<file path="src/rtl/sap_pkg.sv">
package sap_pkg;

    // Control register image; packed order is bit 7 down to bit 0.
    typedef struct packed {
        logic [2:0] div;      // bits 7:5 divide code
        logic       sck_int;  // bit 4: 1 = internal bit clock
        logic       burst;    // bit 3: burst clock gating
        logic       comp;     // bit 2: compressed operation
        logic       mute;     // bit 1: force data low in transmit
        logic       tx;       // bit 0: 1 = transmit, 0 = receive
    } cfg_t;

endpackage

</file>
<file path="src/rtl/sap_ctl.sv">
module sap_ctl
    import sap_pkg::*;
#(
    parameter int MAX_DIV_CODE = 4
) (
    input  logic       clk,
    input  logic       rst_n,
    input  logic       we,
    input  logic [7:0] wdata,
    output cfg_t       cfg_q,
    output logic       err_o
);

    typedef struct packed {
        cfg_t cfg;
        logic err;
    } ctl_st_t;

    ctl_st_t s_d, s_q;
    cfg_t    wr_cfg;

    always_comb begin
        s_d    = s_q;
        wr_cfg = cfg_t'(wdata);
        if (we) begin
            s_d.cfg = wr_cfg;
            if (wr_cfg.div > 3'(MAX_DIV_CODE)) begin
                s_d.cfg.div = s_q.cfg.div;
                s_d.err     = 1'b1;
            end
        end
    end

    always_ff @(posedge clk or negedge rst_n) begin
        if (!rst_n) s_q <= '0;
        else        s_q <= s_d;
    end

    assign cfg_q = s_q.cfg;
    assign err_o = s_q.err;

    // a prohibited code leaves the ratio untouched and flags it
    assert_bad_div_hold_R3: assert property (@(posedge clk) disable iff (!rst_n)
        (we && (wdata[7:5] > 3'(MAX_DIV_CODE))) |=> (cfg_q.div == $past(cfg_q.div)) && err_o);

    // the error flag never clears outside reset
    assert_err_sticky_R3: assert property (@(posedge clk) disable iff (!rst_n)
        err_o |=> err_o);

    // the stored ratio is always a legal one
    assert_div_legal_R2: assert property (@(posedge clk) disable iff (!rst_n)
        cfg_q.div <= 3'(MAX_DIV_CODE));

endmodule

</file>
<file path="src/rtl/sap_clkgen.sv">
module sap_clkgen #(
    parameter int MAX_DIV_CODE = 4,
    parameter int SYNC_STAGES  = 2
) (
    input  logic       clk,
    input  logic       rst_n,
    input  logic       sck_int,
    input  logic [2:0] div,
    input  logic       stall,
    input  logic       sck_i,
    output logic       sck_o,
    output logic       rise,
    output logic       fall
);

    localparam int CW = (MAX_DIV_CODE > 0) ? MAX_DIV_CODE : 1;
    localparam int SW = SYNC_STAGES + 1;

    typedef struct packed {
        logic [CW-1:0] cnt;
        logic          sck;
        logic [SW-1:0] sync;
    } cg_st_t;

    cg_st_t        s_d, s_q;
    logic [CW-1:0] lim;
    logic          tog;

    always_comb begin
        s_d      = s_q;
        lim      = CW'((32'd1 << div) - 32'd1);
        tog      = 1'b0;
        rise     = 1'b0;
        fall     = 1'b0;
        s_d.sync = {s_q.sync[SW-2:0], sck_i};
        if (sck_int) begin
            tog     = !stall && (s_q.cnt >= lim);
            s_d.cnt = (stall || tog) ? '0 : s_q.cnt + 1'b1;
            s_d.sck = s_q.sck ^ tog;
            rise    = tog && !s_q.sck;
            fall    = tog && s_q.sck;
        end else begin
            s_d.cnt = '0;
            s_d.sck = 1'b0;
            rise    = s_q.sync[SW-2] && !s_q.sync[SW-1];
            fall    = !s_q.sync[SW-2] && s_q.sync[SW-1];
        end
    end

    always_ff @(posedge clk or negedge rst_n) begin
        if (!rst_n) s_q <= '0;
        else        s_q <= s_d;
    end

    assign sck_o = s_q.sck;

    // the output pin is quiet when the clock comes from outside
    assert_ext_quiet_R4: assert property (@(posedge clk) disable iff (!rst_n)
        !sck_int |=> !sck_o);

    // a stalled low clock does not move
    assert_stall_low_R9: assert property (@(posedge clk) disable iff (!rst_n)
        (stall && !sck_o) |=> !sck_o);

endmodule

</file>
<file path="src/rtl/sap_shift.sv">
module sap_shift #(
    parameter int WORD_W = 16
) (
    input  logic              clk,
    input  logic              rst_n,
    input  logic              tx_mode,
    input  logic              mute,
    input  logic              comp_eff,
    input  logic              burst_eff,
    input  logic              rise,
    input  logic              fall,
    input  logic              sck_lvl,
    input  logic              tx_valid,
    input  logic [WORD_W-1:0] tx_data,
    input  logic              sd_i,
    output logic              tx_ready,
    output logic              sd_o,
    output logic              ws_o,
    output logic [WORD_W-1:0] rx_data,
    output logic              rx_valid,
    output logic              busy_o,
    output logic              stall_o
);

    localparam int BW = (WORD_W > 2) ? $clog2(WORD_W) : 1;

    typedef struct packed {
        logic [WORD_W-1:0] sh;
        logic [BW-1:0]     rem;
        logic              busy;
        logic              ws;
        logic [WORD_W-1:0] rxsh;
        logic [WORD_W-1:0] rxw;
        logic              rxv;
    } sh_st_t;

    sh_st_t s_d, s_q;
    logic   word_end;
    logic   idle_burst;
    logic   take;

    always_comb begin
        s_d        = s_q;
        s_d.rxv    = 1'b0;
        word_end   = fall && (s_q.rem == '0);
        idle_burst = burst_eff && !s_q.busy && !sck_lvl;
        tx_ready   = tx_mode && (word_end || idle_burst);
        take       = tx_ready && tx_valid;
        if (word_end) begin
            s_d.rem = BW'(WORD_W - 1);
            s_d.ws  = ~s_q.ws;
            if (tx_mode) begin
                s_d.sh   = take ? tx_data : '0;
                s_d.busy = take;
            end else begin
                s_d.busy = 1'b1;
            end
        end else if (fall) begin
            s_d.sh  = {s_q.sh[WORD_W-2:0], 1'b0};
            s_d.rem = s_q.rem - 1'b1;
        end else if (take) begin
            s_d.sh   = tx_data;
            s_d.busy = 1'b1;
            s_d.rem  = BW'(WORD_W - 1);
        end
        if (comp_eff) s_d.ws = 1'b0;
        if (rise && !tx_mode) begin
            s_d.rxsh = {s_q.rxsh[WORD_W-2:0], sd_i};
            if ((s_q.rem == '0) && s_q.busy) begin
                s_d.rxw = {s_q.rxsh[WORD_W-2:0], sd_i};
                s_d.rxv = 1'b1;
            end
        end
    end

    always_ff @(posedge clk or negedge rst_n) begin
        if (!rst_n) s_q <= '0;
        else        s_q <= s_d;
    end

    assign sd_o     = tx_mode && !mute && s_q.sh[WORD_W-1];
    assign ws_o     = s_q.ws;
    assign rx_data  = s_q.rxw;
    assign rx_valid = s_q.rxv;
    assign busy_o   = s_q.busy;
    assign stall_o  = idle_burst;

    // an idle gated line carries no data
    assert_idle_low_R9: assert property (@(posedge clk) disable iff (!rst_n)
        (burst_eff && !s_q.busy) |-> !sd_o);

    // framing output is held low under compressed operation
    assert_ws_hold_R8: assert property (@(posedge clk) disable iff (!rst_n)
        (comp_eff && $past(comp_eff)) |-> !ws_o);

    // no received word is reported while transmitting
    assert_rx_quiet_R11: assert property (@(posedge clk) disable iff (!rst_n)
        $past(tx_mode) |-> !rx_valid);

endmodule

</file>
<file path="src/rtl/ser_audio_port.sv">
module ser_audio_port
    import sap_pkg::*;
#(
    parameter int WORD_W       = 16,
    parameter int MAX_DIV_CODE = 4,
    parameter int SYNC_STAGES  = 2
) (
    input  logic              clk,
    input  logic              rst_n,
    input  logic              cfg_we,
    input  logic [7:0]        cfg_wdata,
    output logic              cfg_err,
    input  logic              sck_i,
    output logic              sck_o,
    output logic              sck_oe,
    output logic              ws_o,
    input  logic              sd_i,
    output logic              sd_o,
    input  logic [WORD_W-1:0] tx_data,
    input  logic              tx_valid,
    output logic              tx_ready,
    output logic [WORD_W-1:0] rx_data,
    output logic              rx_valid
);

    cfg_t cfg;
    logic comp_eff, burst_eff;
    logic rise, fall, stall, busy;

    sap_ctl #(.MAX_DIV_CODE(MAX_DIV_CODE)) u_ctl (
        .clk   (clk),
        .rst_n (rst_n),
        .we    (cfg_we),
        .wdata (cfg_wdata),
        .cfg_q (cfg),
        .err_o (cfg_err)
    );

    assign comp_eff  = cfg.comp && cfg.tx;
    assign burst_eff = cfg.burst && comp_eff && cfg.sck_int;
    assign sck_oe    = cfg.sck_int;

    sap_clkgen #(.MAX_DIV_CODE(MAX_DIV_CODE), .SYNC_STAGES(SYNC_STAGES)) u_clkgen (
        .clk     (clk),
        .rst_n   (rst_n),
        .sck_int (cfg.sck_int),
        .div     (cfg.div),
        .stall   (stall),
        .sck_i   (sck_i),
        .sck_o   (sck_o),
        .rise    (rise),
        .fall    (fall)
    );

    sap_shift #(.WORD_W(WORD_W)) u_shift (
        .clk       (clk),
        .rst_n     (rst_n),
        .tx_mode   (cfg.tx),
        .mute      (cfg.mute),
        .comp_eff  (comp_eff),
        .burst_eff (burst_eff),
        .rise      (rise),
        .fall      (fall),
        .sck_lvl   (sck_o),
        .tx_valid  (tx_valid),
        .tx_data   (tx_data),
        .sd_i      (sd_i),
        .tx_ready  (tx_ready),
        .sd_o      (sd_o),
        .ws_o      (ws_o),
        .rx_data   (rx_data),
        .rx_valid  (rx_valid),
        .busy_o    (busy),
        .stall_o   (stall)
    );

    // with gating active and nothing in flight, the clock rests low
    assert_gate_idle_R9: assert property (@(posedge clk) disable iff (!rst_n)
        (burst_eff && !busy && !sck_o) |=> !sck_o);

endmodule

</file>
<file path="config.mk">
export PLATFORM = sky130hd
export DESIGN_NAME = ser_audio_port
export DESIGN_NICKNAME = d
export VERILOG_FILES = /design/src/rtl/sap_pkg.sv /design/src/rtl/sap_ctl.sv /design/src/rtl/sap_clkgen.sv /design/src/rtl/sap_shift.sv /design/src/rtl/ser_audio_port.sv
export SDC_FILE = /design/constraint.sdc
export NUM_CORES = 1
export LEC_CHECK = 0
export BUFFER_PORTS_ARGS = -buffer_cell sky130_fd_sc_hd__buf_2
export CAP_MARGIN = 15
export CORE_MARGIN = 2
export CORE_UTILIZATION = 47
export DETAILED_ROUTE_END_ITERATION = 6
export HOLD_SLACK_MARGIN = 0.12
export PLACE_DENSITY_LB_ADDON = 0.08
export SLEW_MARGIN = 20
export SYNTH_ARGS = -nofsm -noshare
export SYNTH_HDL_FRONTEND = slang
export SYNTH_SLANG_ARGS = --single-unit
</file>
<file path="constraint.sdc">
create_clock -name clk -period 4 [get_ports clk]
set_clock_uncertainty 0.2 [all_clocks]
set_input_delay 0.2 -clock clk [delete_from_list [all_inputs] [get_ports clk]]
set_output_delay 0.2 -clock clk [all_outputs]
set_load 0.05 [all_outputs]
</file>
==> impl_metrics.ini <==
[status]
status = complete, no violations

[clock_network]
root_buffer = clkbuf_8
numClockSinks = 71
post_cts_buffers = 0
cts.clk_slew.worst_paths_ns = 0.07
insertion_delay_ns = 0.34
cts_hold_buf = 39
cts_buffers = 9
cts_buffer_depth = 2
cts_resized = 0
cts_max_level = 3
cts_tree = done

[critical_path]
r2r-start = u_ctl.cfg_q[7]
path_max_fanout = 5
path_class = register to output port
cp-endpoint = tx_ready
cp_cell_sequence = or3_1 > ha_1 > xor2_1 > ha_1 > nand2_1 > o21ai_0 > and2_1 > ha_1 > nand2_1 > a21oi_1 > nand2_1 > nand2_1 > buf_2
cp-end-kind = output port
slowest_stage = dfrtp_1
reg2reg_slack_ns = 0.51
cp.arrival_ns = 3.19
rr_worst_depth = 13
cp_slowest_stage_delay_ns = 0.42
rr_endpoint = u_shift.s_q[41]
cp-start-kind = register
cp-startpoint = u_ctl.cfg_q[7]
crit_top_cell = nand2_1
required_ns = 3.60

[place]
place.detailed.hpwl_mm = 3.54
pre_cts_slack_ns = 0.475
portBuffers = 52
dp_cells = 387
gp_congestion = 0.774

[detailed_routing]
viasPerCell = 4.88
drt_iter0_markers = 72
wl_per_cell_um = 13.0
vias = 2159
finalWirelength_mm = 5.74
firstDrtPassIters = 4
ant_nets = 0
drc = 0

[pwr]
peakVddDrop_uv = 247
swShare_pct = 28.5
p_switching_uw = 554
intPower_uw = 1390
sequentialPowerShare_pct = 50.5
combPwrFrac_pct = 21.3
p_clk_share_pct = 28.2
p_leak_uw = 0.00205
powerDensity_mw_per_mm2 = 472

[synthesis]
synthCells = 257
syn_area_sq_mm = 0.00329
yosys_warnings = 0
synth_fp_nets = 296
ys_ff_latch = 71
async_flop_share_pct = 100
synth.distinct_cells = 41
yosysSeqAreaShare_pct = 54.0
synth_edf_count = 0
syn_avg_cell_area_sq_um = 12.8
synthFlopType = dfrtp_1

[finish]
fin_cells = 442
post_route_cells_drive_above_1_share_pct = 35.3
area_growth_syn_to_layout_pct = 25.1
nNetsFinal = 380
utilization_pct = 60.6
antenna_cells = 0

[global_routing]
grt_first_pass_wirelength_mm = 9.90
grt_pass1_vias = 2108
grt_start_max_net_pins = 42
antenna_found_initial = 0
grt.total_usage_pct = 16.7
grt-ovfl-total = 0

[die]
ioPinCount = 53
die_h_um = 87.7
coreArea_sq_mm = 0.00679
die-area_sq_mm = 0.00769
start_util_pct = 48.4
num_rows = 30
die_w_um = 87.7

[timing]
maxSlewHeadroom_pct = 39.9
finalCritPeriodShare_pct = 89.8
rsz0062_at_grt = no
post-route-min-period_ns = 3.59
timing.hold.ws_ns = 0.166
hold_viol_final = 0
drv_slew = 0
fin_ws_ns = 0.407
finalSetupTns_ns = 0
finalSetupViolations = 0
max_freq_ghz = 0.278
tightest_slew_ns = 0.901

[flow_run]
cap_violations = 0

[worst_hold_path]
hold_class = register to register
## how the worst min path moves through the flow
stage | from | endpoint | slack [ns] | cells past startpoint
2_1_floorplan | rst_n | u_clkgen.s_d[1] | -0.30 | 0
3_3_place_gp | sck_i | u_clkgen.s_d[1] | 0.11 | 1
3_5_place_dp | sck_i | u_clkgen.s_d[1] | 0.11 | 1
4_1_cts | u_clkgen.s_d[1] | u_clkgen.s_d[2] | 0.17 | 0
5_1_grt | u_clkgen.s_d[1] | u_clkgen.s_d[2] | 0.17 | 0
6_report | u_clkgen.s_d[1] | u_clkgen.s_d[2] | 0.17 | 0
## sequential cells by signal, indices dropped and copies added (netlist names)
register	cells
u_clkgen.s_q	5
u_clkgen.sck_o	1
u_shift.busy_o	1
u_shift.s_q	35
u_ctl.cfg_q	8
u_clkgen.s_d	2
u_shift.rx_data	16
u_shift.rx_valid	1
u_shift.ws_o	1
u_ctl.err_o	1
## metal layers
layer | up-vias | GRT usage (%) | routed length, um
li1 | 1067 | - | -
met1 | 1038 | 22.5 | 2830
met2 | 46 | 25.6 | 2600
met3 | 8 | 4.71 | 225
met4 | 0 | 7.13 | 82
met5 | - | 0 | 0
## synth_stat cells, drive strengths merged (2+ instances only)
cell    number  share of area [%]
a21oi       10                2.0
a22o        15                4.0
a31oi        3               0.57
and2         2               0.38
buf         23                5.5
clkbuf       2               0.23
dfrtp       71                 54
ha           9                3.4
inv         10                1.1
mux2        51                 17
nand2       14                1.6
nand2b       2               0.38
nand3        2               0.30
nor2         8               0.91
nor2b        3               0.57
nor3         6               0.91
nor3b        2               0.80
o211ai       2               0.61
o21ai        5               0.76
or3b         3               0.87
xnor2        2               0.53
xor2         2               0.53
## cell families (layout without fill, tap and decap cells)
family                     Yosys count  count (layout)  share of synthesized area, %
AOI/OAI and AO/OA                   39              39                          9.01
xor gates and xnor gates             4               4                          1.06
adders and majority gates            9               9                          3.42
buffers and inverters               35             124                          6.84
DFF                                 71              71                          54.0
muxes                               52              52                          17.8
and+or+nand+nor                     47              47                          7.91
## layout make-up
| cell class | instances | area (sq um) |
|---|---|---|
| fill | 540 | 2680 |
| sequential | 71 | 1780 |
| multi-input combinational | 151 | 1290 |
| timing repair buffer | 98 | 703 |
| clock buffer | 10 | 128 |
| tap | 96 | 120 |
| clock inverter | 6 | 61.3 |
| inverter | 10 | 37.5 |
## power groups by stage
stage	Clock (uW)	Sequential, uW	Combinational, uW
5_1_grt	601	1010	465
6_report	548	982	413
3_5_place_dp	0	996	382
3_3_place_gp	0	994	373
2_1_floorplan	0	973	287
4_1_cts	564	984	417
## cells in the final DEF, fill, tap and decap left out, types with 5 or more instances in the layout
cell type      count
nor3_1             6
inv_1             10
clkbuf_8           9
ha_1               9
a22o_1            15
mux2_2            41
dfrtp_1           71
a21oi_1            8
buf_4              7
o21ai_0            5
dlygate4sd3_1     39
nor2_1             8
buf_2             52
nand2_1           14
mux2_1            10
## critical path: cells and delay by family, from the launching register on
| kind | cells | cell delay, ns |
|---|---|---|
| xor+xnor | 1 | 0.16 |
| simple gates | 6 | 0.92 |
| flops | 1 | 0.42 |
| fa+ha+maj | 3 | 0.63 |
| buf+inv | 1 | 0.26 |
| compound gates | 2 | 0.46 |
## metrics by stage
| step | area (sq um) | total power [uW] |
|---|---|---|
| final | 4120 | 1940 |
| after global routing | 4120 | 2070 |
| after CTS | 4120 | 1960 |
| after detailed placement | 3540 | 1380 |
| after global placement | 3540 | 1370 |
| after floorplan | 3290 | 1260 |
(Power assumes the default switching activity.)
